## src/rtl/gpio_port_pkg.sv

```systemverilog
package gpio_port_pkg;
  localparam int ADDR_W = 5;

  localparam logic [ADDR_W-1:0] OFS_DATA   = 5'h00;
  localparam logic [ADDR_W-1:0] OFS_DIR    = 5'h04;
  localparam logic [ADDR_W-1:0] OFS_PAD    = 5'h08;
  localparam logic [ADDR_W-1:0] OFS_CFG_LO = 5'h0C;
  localparam logic [ADDR_W-1:0] OFS_CFG_HI = 5'h10;
  localparam logic [ADDR_W-1:0] OFS_MASK   = 5'h14;
  localparam logic [ADDR_W-1:0] OFS_STAT   = 5'h18;

  typedef enum logic [1:0] {
    TRIG_LOW  = 2'b00,
    TRIG_HIGH = 2'b01,
    TRIG_RISE = 2'b10,
    TRIG_FALL = 2'b11
  } trig_e;
endpackage

```

## src/rtl/gpio_port_sync.sv

```systemverilog
module gpio_port_sync #(
  parameter int W      = 32,
  parameter int STAGES = 2
) (
  input  logic         clk,
  input  logic         rst,
  input  logic [W-1:0] d,
  output logic [W-1:0] q
);
  logic [W-1:0] chain [STAGES];

  always_ff @(posedge clk) begin
    if (rst) begin
      for (int i = 0; i < STAGES; i++) chain[i] <= '0;
    end else begin
      chain[0] <= d;
      for (int i = 1; i < STAGES; i++) chain[i] <= chain[i-1];
    end
  end

  assign q = chain[STAGES-1];
endmodule

```

## src/rtl/gpio_port_detect.sv

```systemverilog
module gpio_port_detect
  import gpio_port_pkg::*;
#(
  parameter int NPIN = 32
) (
  input  logic            clk,
  input  logic            rst,
  input  logic [NPIN-1:0] lvl,
  input  logic [NPIN-1:0] cfg_lo,
  input  logic [NPIN-1:0] cfg_hi,
  output logic [NPIN-1:0] evt
);
  localparam int HALF = NPIN / 2;

  logic [NPIN-1:0] prev_q;

  always_ff @(posedge clk) begin
    if (rst) prev_q <= '0;
    else     prev_q <= lvl;
  end

  for (genvar g = 0; g < NPIN; g++) begin : g_pin
    logic [1:0] mode;
    if (g < HALF) begin : g_lo
      assign mode = cfg_lo[2*g +: 2];
    end else begin : g_hi
      assign mode = cfg_hi[2*(g-HALF) +: 2];
    end

    always_comb begin
      unique case (trig_e'(mode))
        TRIG_LOW:  evt[g] = ~lvl[g];
        TRIG_HIGH: evt[g] =  lvl[g];
        TRIG_RISE: evt[g] =  lvl[g] & ~prev_q[g];
        TRIG_FALL: evt[g] = ~lvl[g] &  prev_q[g];
        default:   evt[g] = 1'b0;
      endcase
    end
  end
endmodule

```

## src/rtl/gpio_port_status.sv

```systemverilog
module gpio_port_status #(
  parameter int NPIN = 32
) (
  input  logic            clk,
  input  logic            rst,
  input  logic [NPIN-1:0] evt,
  input  logic [NPIN-1:0] clr,
  input  logic [NPIN-1:0] mask,
  output logic [NPIN-1:0] stat,
  output logic            irq
);
  always_ff @(posedge clk) begin
    if (rst) begin
      stat <= '0;
      irq  <= 1'b0;
    end else begin
      stat <= (stat & ~clr) | evt;
      irq  <= |(stat & mask);
    end
  end
endmodule

```

## src/rtl/gpio_irq_port.sv

```systemverilog
module gpio_irq_port
  import gpio_port_pkg::*;
#(
  parameter int NPIN      = 32,
  parameter int SYNC_DEPTH = 2
) (
  input  logic              clk,
  input  logic              rst,
  input  logic [ADDR_W-1:0] addr,
  input  logic              wr_en,
  input  logic [NPIN-1:0]   wr_data,
  output logic [NPIN-1:0]   rd_data,
  input  logic [NPIN-1:0]   pin_in,
  output logic [NPIN-1:0]   pin_out,
  output logic [NPIN-1:0]   pin_oe,
  output logic              irq
);
  logic [NPIN-1:0] data_q, dir_q, cfg_lo_q, cfg_hi_q, mask_q;
  logic [NPIN-1:0] pad_s, evt, clr, stat_q;

  gpio_port_sync #(.W(NPIN), .STAGES(SYNC_DEPTH)) u_sync (
    .clk(clk), .rst(rst), .d(pin_in), .q(pad_s)
  );

  gpio_port_detect #(.NPIN(NPIN)) u_detect (
    .clk(clk), .rst(rst), .lvl(pad_s),
    .cfg_lo(cfg_lo_q), .cfg_hi(cfg_hi_q), .evt(evt)
  );

  assign clr = (wr_en && addr == OFS_STAT) ? wr_data : '0;

  gpio_port_status #(.NPIN(NPIN)) u_status (
    .clk(clk), .rst(rst), .evt(evt), .clr(clr),
    .mask(mask_q), .stat(stat_q), .irq(irq)
  );

  always_ff @(posedge clk) begin
    if (rst) begin
      data_q   <= '0;
      dir_q    <= '0;
      cfg_lo_q <= '0;
      cfg_hi_q <= '0;
      mask_q   <= '0;
    end else if (wr_en) begin
      unique case (addr)
        OFS_DATA:   data_q   <= wr_data;
        OFS_DIR:    dir_q    <= wr_data;
        OFS_CFG_LO: cfg_lo_q <= wr_data;
        OFS_CFG_HI: cfg_hi_q <= wr_data;
        OFS_MASK:   mask_q   <= wr_data;
        default: ;
      endcase
    end
  end

  always_ff @(posedge clk) begin
    if (rst) begin
      rd_data <= '0;
    end else begin
      unique case (addr)
        OFS_DATA:   rd_data <= data_q;
        OFS_DIR:    rd_data <= dir_q;
        OFS_PAD:    rd_data <= pad_s;
        OFS_CFG_LO: rd_data <= cfg_lo_q;
        OFS_CFG_HI: rd_data <= cfg_hi_q;
        OFS_MASK:   rd_data <= mask_q;
        OFS_STAT:   rd_data <= stat_q;
        default:    rd_data <= '0;
      endcase
    end
  end

  assign pin_out = data_q;
  assign pin_oe  = dir_q;
endmodule

```

## config.mk

```make
export PLATFORM = sky130hd
export DESIGN_NAME = gpio_irq_port
export DESIGN_NICKNAME = d
export VERILOG_FILES = /design/src/rtl/gpio_port_pkg.sv /design/src/rtl/gpio_port_sync.sv /design/src/rtl/gpio_port_detect.sv /design/src/rtl/gpio_port_status.sv /design/src/rtl/gpio_irq_port.sv
export SDC_FILE = /design/constraint.sdc
export NUM_CORES = 1
export LEC_CHECK = 0
export BUFFER_PORTS_ARGS = -buffer_cell sky130_fd_sc_hd__clkbuf_2
export CAP_MARGIN = 40
export CORE_MARGIN = 1
export CORE_UTILIZATION = 40
export DETAILED_ROUTE_END_ITERATION = 10
export GPL_TIMING_DRIVEN = 0
export PLACE_DENSITY = 0.69
export SYNTH_ARGS = -nofsm -noshare
export SYNTH_HDL_FRONTEND = slang
export SYNTH_HIERARCHICAL = 1
export SYNTH_SLANG_ARGS = --single-unit
```

## constraint.sdc

```tcl
create_clock -name clk -period 3.55 [get_ports clk]
set_input_delay 1.065 -clock clk [delete_from_list [all_inputs] [get_ports clk]]
set_output_delay 1.065 -clock clk [all_outputs]
set_load 0.005 [all_outputs]
```

==> flow_metrics.tcl <==
set metrics [dict create \
    power.density_nw_per_um2 486 \
    drtIter0Drc 1351 \
    io_buffers 167 \
    dieArea_um2 37400 \
    intPower_w 0.00645 \
    crit_type "input pin to flip-flop" \
    rsz0062_at_grt "no" \
    ys_types 46 \
    routed_wl_mm 52.6 \
    nets 1884 \
    netlist_top_cells_area "dfxtp_1 (44%), mux2i_1 (8.6%), o21ai_0 (6.2%)" \
    final_antenna_net_count 0 \
    synthArstFlopShare_pct 0 \
    synth_fp_nets 1673 \
    synth_area_per_cell_um2 9.14 \
    cts-root-buf "clkbuf_16" \
    ys_ff_latch 321 \
    cts.sinks 321 \
    clkPwrFrac_pct 48.5 \
    die_h_um 193 \
    final_hold_viol_count 0 \
    yosys_most_used_dff "dfxtp_1" \
    synth_top_area_cell "dfxtp_1" \
    n_antenna_cell 0 \
    switching_power_w 0.00201 \
    fp.dieW_um 193 \
    clock_path_buffers 3 \
    grt_max_degree 15 \
    required_ns 3.95 \
    finalCriticalPeriod_ns 2.87 \
    p_sw_share_pct 23.7 \
    grt_usage_pct 27.4 \
    place_congestion 0.950 \
    ir_drop_uv 315 \
    reg2reg_depth 4 \
    tns_ns 0 \
    hold_buffers 0 \
    timing.final.max_slew_violations 0 \
    hold_class "flip-flop to flip-flop" \
    period_share_pct 81.0 \
    grt_pass1_wl_mm 77.5 \
    synth_edf_count 0 \
    r2r-start "cfg_lo_q[23]" \
    postCtsSetupBuffers 0 \
    maxSlewHeadroom_pct 38.1 \
    overflow 0 \
    setup_violations 0 \
    insertion_delay_ns 0.53 \
    core-area_um2 35800 \
    path_clk_slew_ns 0.06 \
    grt_pass1_vias 12300 \
    synth_top_area_share_pct 43.9 \
    comb_power_share_pct 7.1 \
    syn2layout_area_growth_pct 18.9 \
    ys_warn_count 6 \
    yosys.cell_count.top_type "dfxtp_1" \
    antenna_found_initial 0 \
    tightestPinTransition_ns 0.928 \
    cts_resized 0 \
    ys_top_cells_by_count "dfxtp_1 (321), o21ai_0 (180), mux2i_1 (126), nor2b_1 (101), nand2b_1 (98)" \
    max_freq_ghz 0.348 \
    post_drt_wl_per_cell_um 22.9 \
    cp_max_fo 10 \
    cts_buffers 38 \
    cp.arrival_ns 3.27 \
    timing.rr.end "u_status/stat[11]" \
    syn_inst 1601 \
    drive_gt1_share_pct 20.9 \
    maxCapViolCount 0 \
    drtPass1Iterations 7 \
    cts_tree "done" \
    final.setup_skew_ns 0.00781 \
    syn_area_um2 14600 \
    hpwlAfterDp_mm 40.5 \
    drc 0 \
    startpoint "addr[1]" \
    crit_path_start_kind "input pin" \
    pin_count 169 \
    ys_seq_area_share_pct 43.9 \
    rows 69 \
    reg2reg_slack_ns 2.11 \
    power.total_w 0.00846 \
    leakage_nw 6.37 \
    initial_core_util_pct 40.9 \
    via_count 13000 \
    status "completed" \
    seqPwrFrac_pct 44.4 \
    end_kind "flip-flop" \
    cts_max_level 2 \
    via_per_inst 5.66 \
    endpoint "u_status/stat[25]" \
]
[registers in the layout, summed over array words and instances (netlist names)]
signal and flops:
pin_out 32, u_detect/prev_q 32, u_status/stat 32, cfg_hi_q 32, u_status/irq 1, mask_q 32, pin_oe 32, cfg_lo_q 32
u_sync/chain 64, rd_data 32
[routing by layer]
layer  global-route usage [%]  share of wire (%)  up-vias
li1                         -                  -     6017
met2                     43.2                 45      675
met3                     5.37                9.1      156
met4                     14.0                5.0        0
met1                     35.8                 41     6158
met5                        0                  0        -
[power by group through the flow]
stage	combinational (W)	clock, W	sequential [W]
after floorplan	0.000344	0	0.00380
after global placement	0.000573	0	0.00383
after detailed placement	0.000582	0	0.00383
after CTS	0.000585	0.00415	0.00375
after global routing	0.000628	0.00429	0.00376
final	0.000600	0.00410	0.00376
[metrics by stage]
step                setup slack [ns]  hold WS, ns  util (%)  std cells  instance area, µm²
floorplan                      0.886        0.414         -       1601               14600
global placement               0.195        0.417      44.8       2229               16100
detailed placement             0.153        0.419      44.9       2233               16100
CTS                            0.695        0.435      48.6       2299               17400
global route                   0.537        0.440      48.6       2299               17400
finish                         0.676        0.430      48.6       2299               17400
[worst min-delay path by stage]
| stage | start | to | slack [ns] | depth (start not counted) |
|---|---|---|---|---|
| after global routing | u_sync/chain[0][3] | u_sync/chain[0][35] | 0.44 | 1 |
| final | u_sync/chain[0][25] | u_sync/chain[0][57] | 0.43 | 1 |
| after global placement | u_sync/chain[0][18] | u_sync/chain[0][50] | 0.42 | 1 |
| after floorplan | u_sync/chain[0][29] | u_sync/chain[0][61] | 0.41 | 1 |
| after CTS | u_sync/chain[0][31] | u_sync/chain[0][63] | 0.44 | 1 |
| after detailed placement | u_sync/chain[0][11] | u_sync/chain[0][43] | 0.42 | 1 |
[kinds of logic (layout without fill, tap and decap cells)]
kind of cell           Yosys count  in the layout  share of synthesized area, %
AO/OA/AOI/OAI                  453            453                          18.9
multiplexers                   127            127                          8.77
flip-flops                     321            321                          43.9
AND/OR/NAND/NOR                513            513                          21.8
buffers and inverters          187            424                          6.56
[final cells by class]
cell class              instances  area [µm²]
plain buffers                 154         836
repair buffers                171         878
flip-flops and latches        321        6430
clock inverters                15         214
clock buffers                  51        1100
multi-input cells            1093        7250
well taps                     461         577
fillers                      3385       18400
inverters                      33         124
[placed cells by master (no fill, tap or decap), types with 12 or more instances in the layout]
master / n
dfxtp_1: 321
o21ai_0: 180
clkbuf_2: 169
mux2i_1: 126
nor2b_1: 101
clkbuf_1: 99
nand2b_1: 98
nand3_1: 96
a21oi_1: 96
nor2b_2: 60
o22ai_1: 50
nor2_1: 45
clkbuf_16: 41
and2_1: 33
buf_4: 33
inv_1: 33
or3b_1: 32
o21ba_2: 32
a32oi_1: 32
nand2_1: 22
o21a_1: 19
a22oi_1: 13
o21ai_1: 12
nor3b_1: 12
o31a_1: 12
[critical path, cell delays in order]
cell and delay (ns):
clkbuf_2 0.13, or4b_1 0.53, clkbuf_1 0.29, nor2_1 0.39, clkbuf_1 0.41, and2_1 0.19
inv_1 0.05, a21oi_1 0.16, nor2_1 0.06
Note: power is estimated with default switching activity, not from simulation.
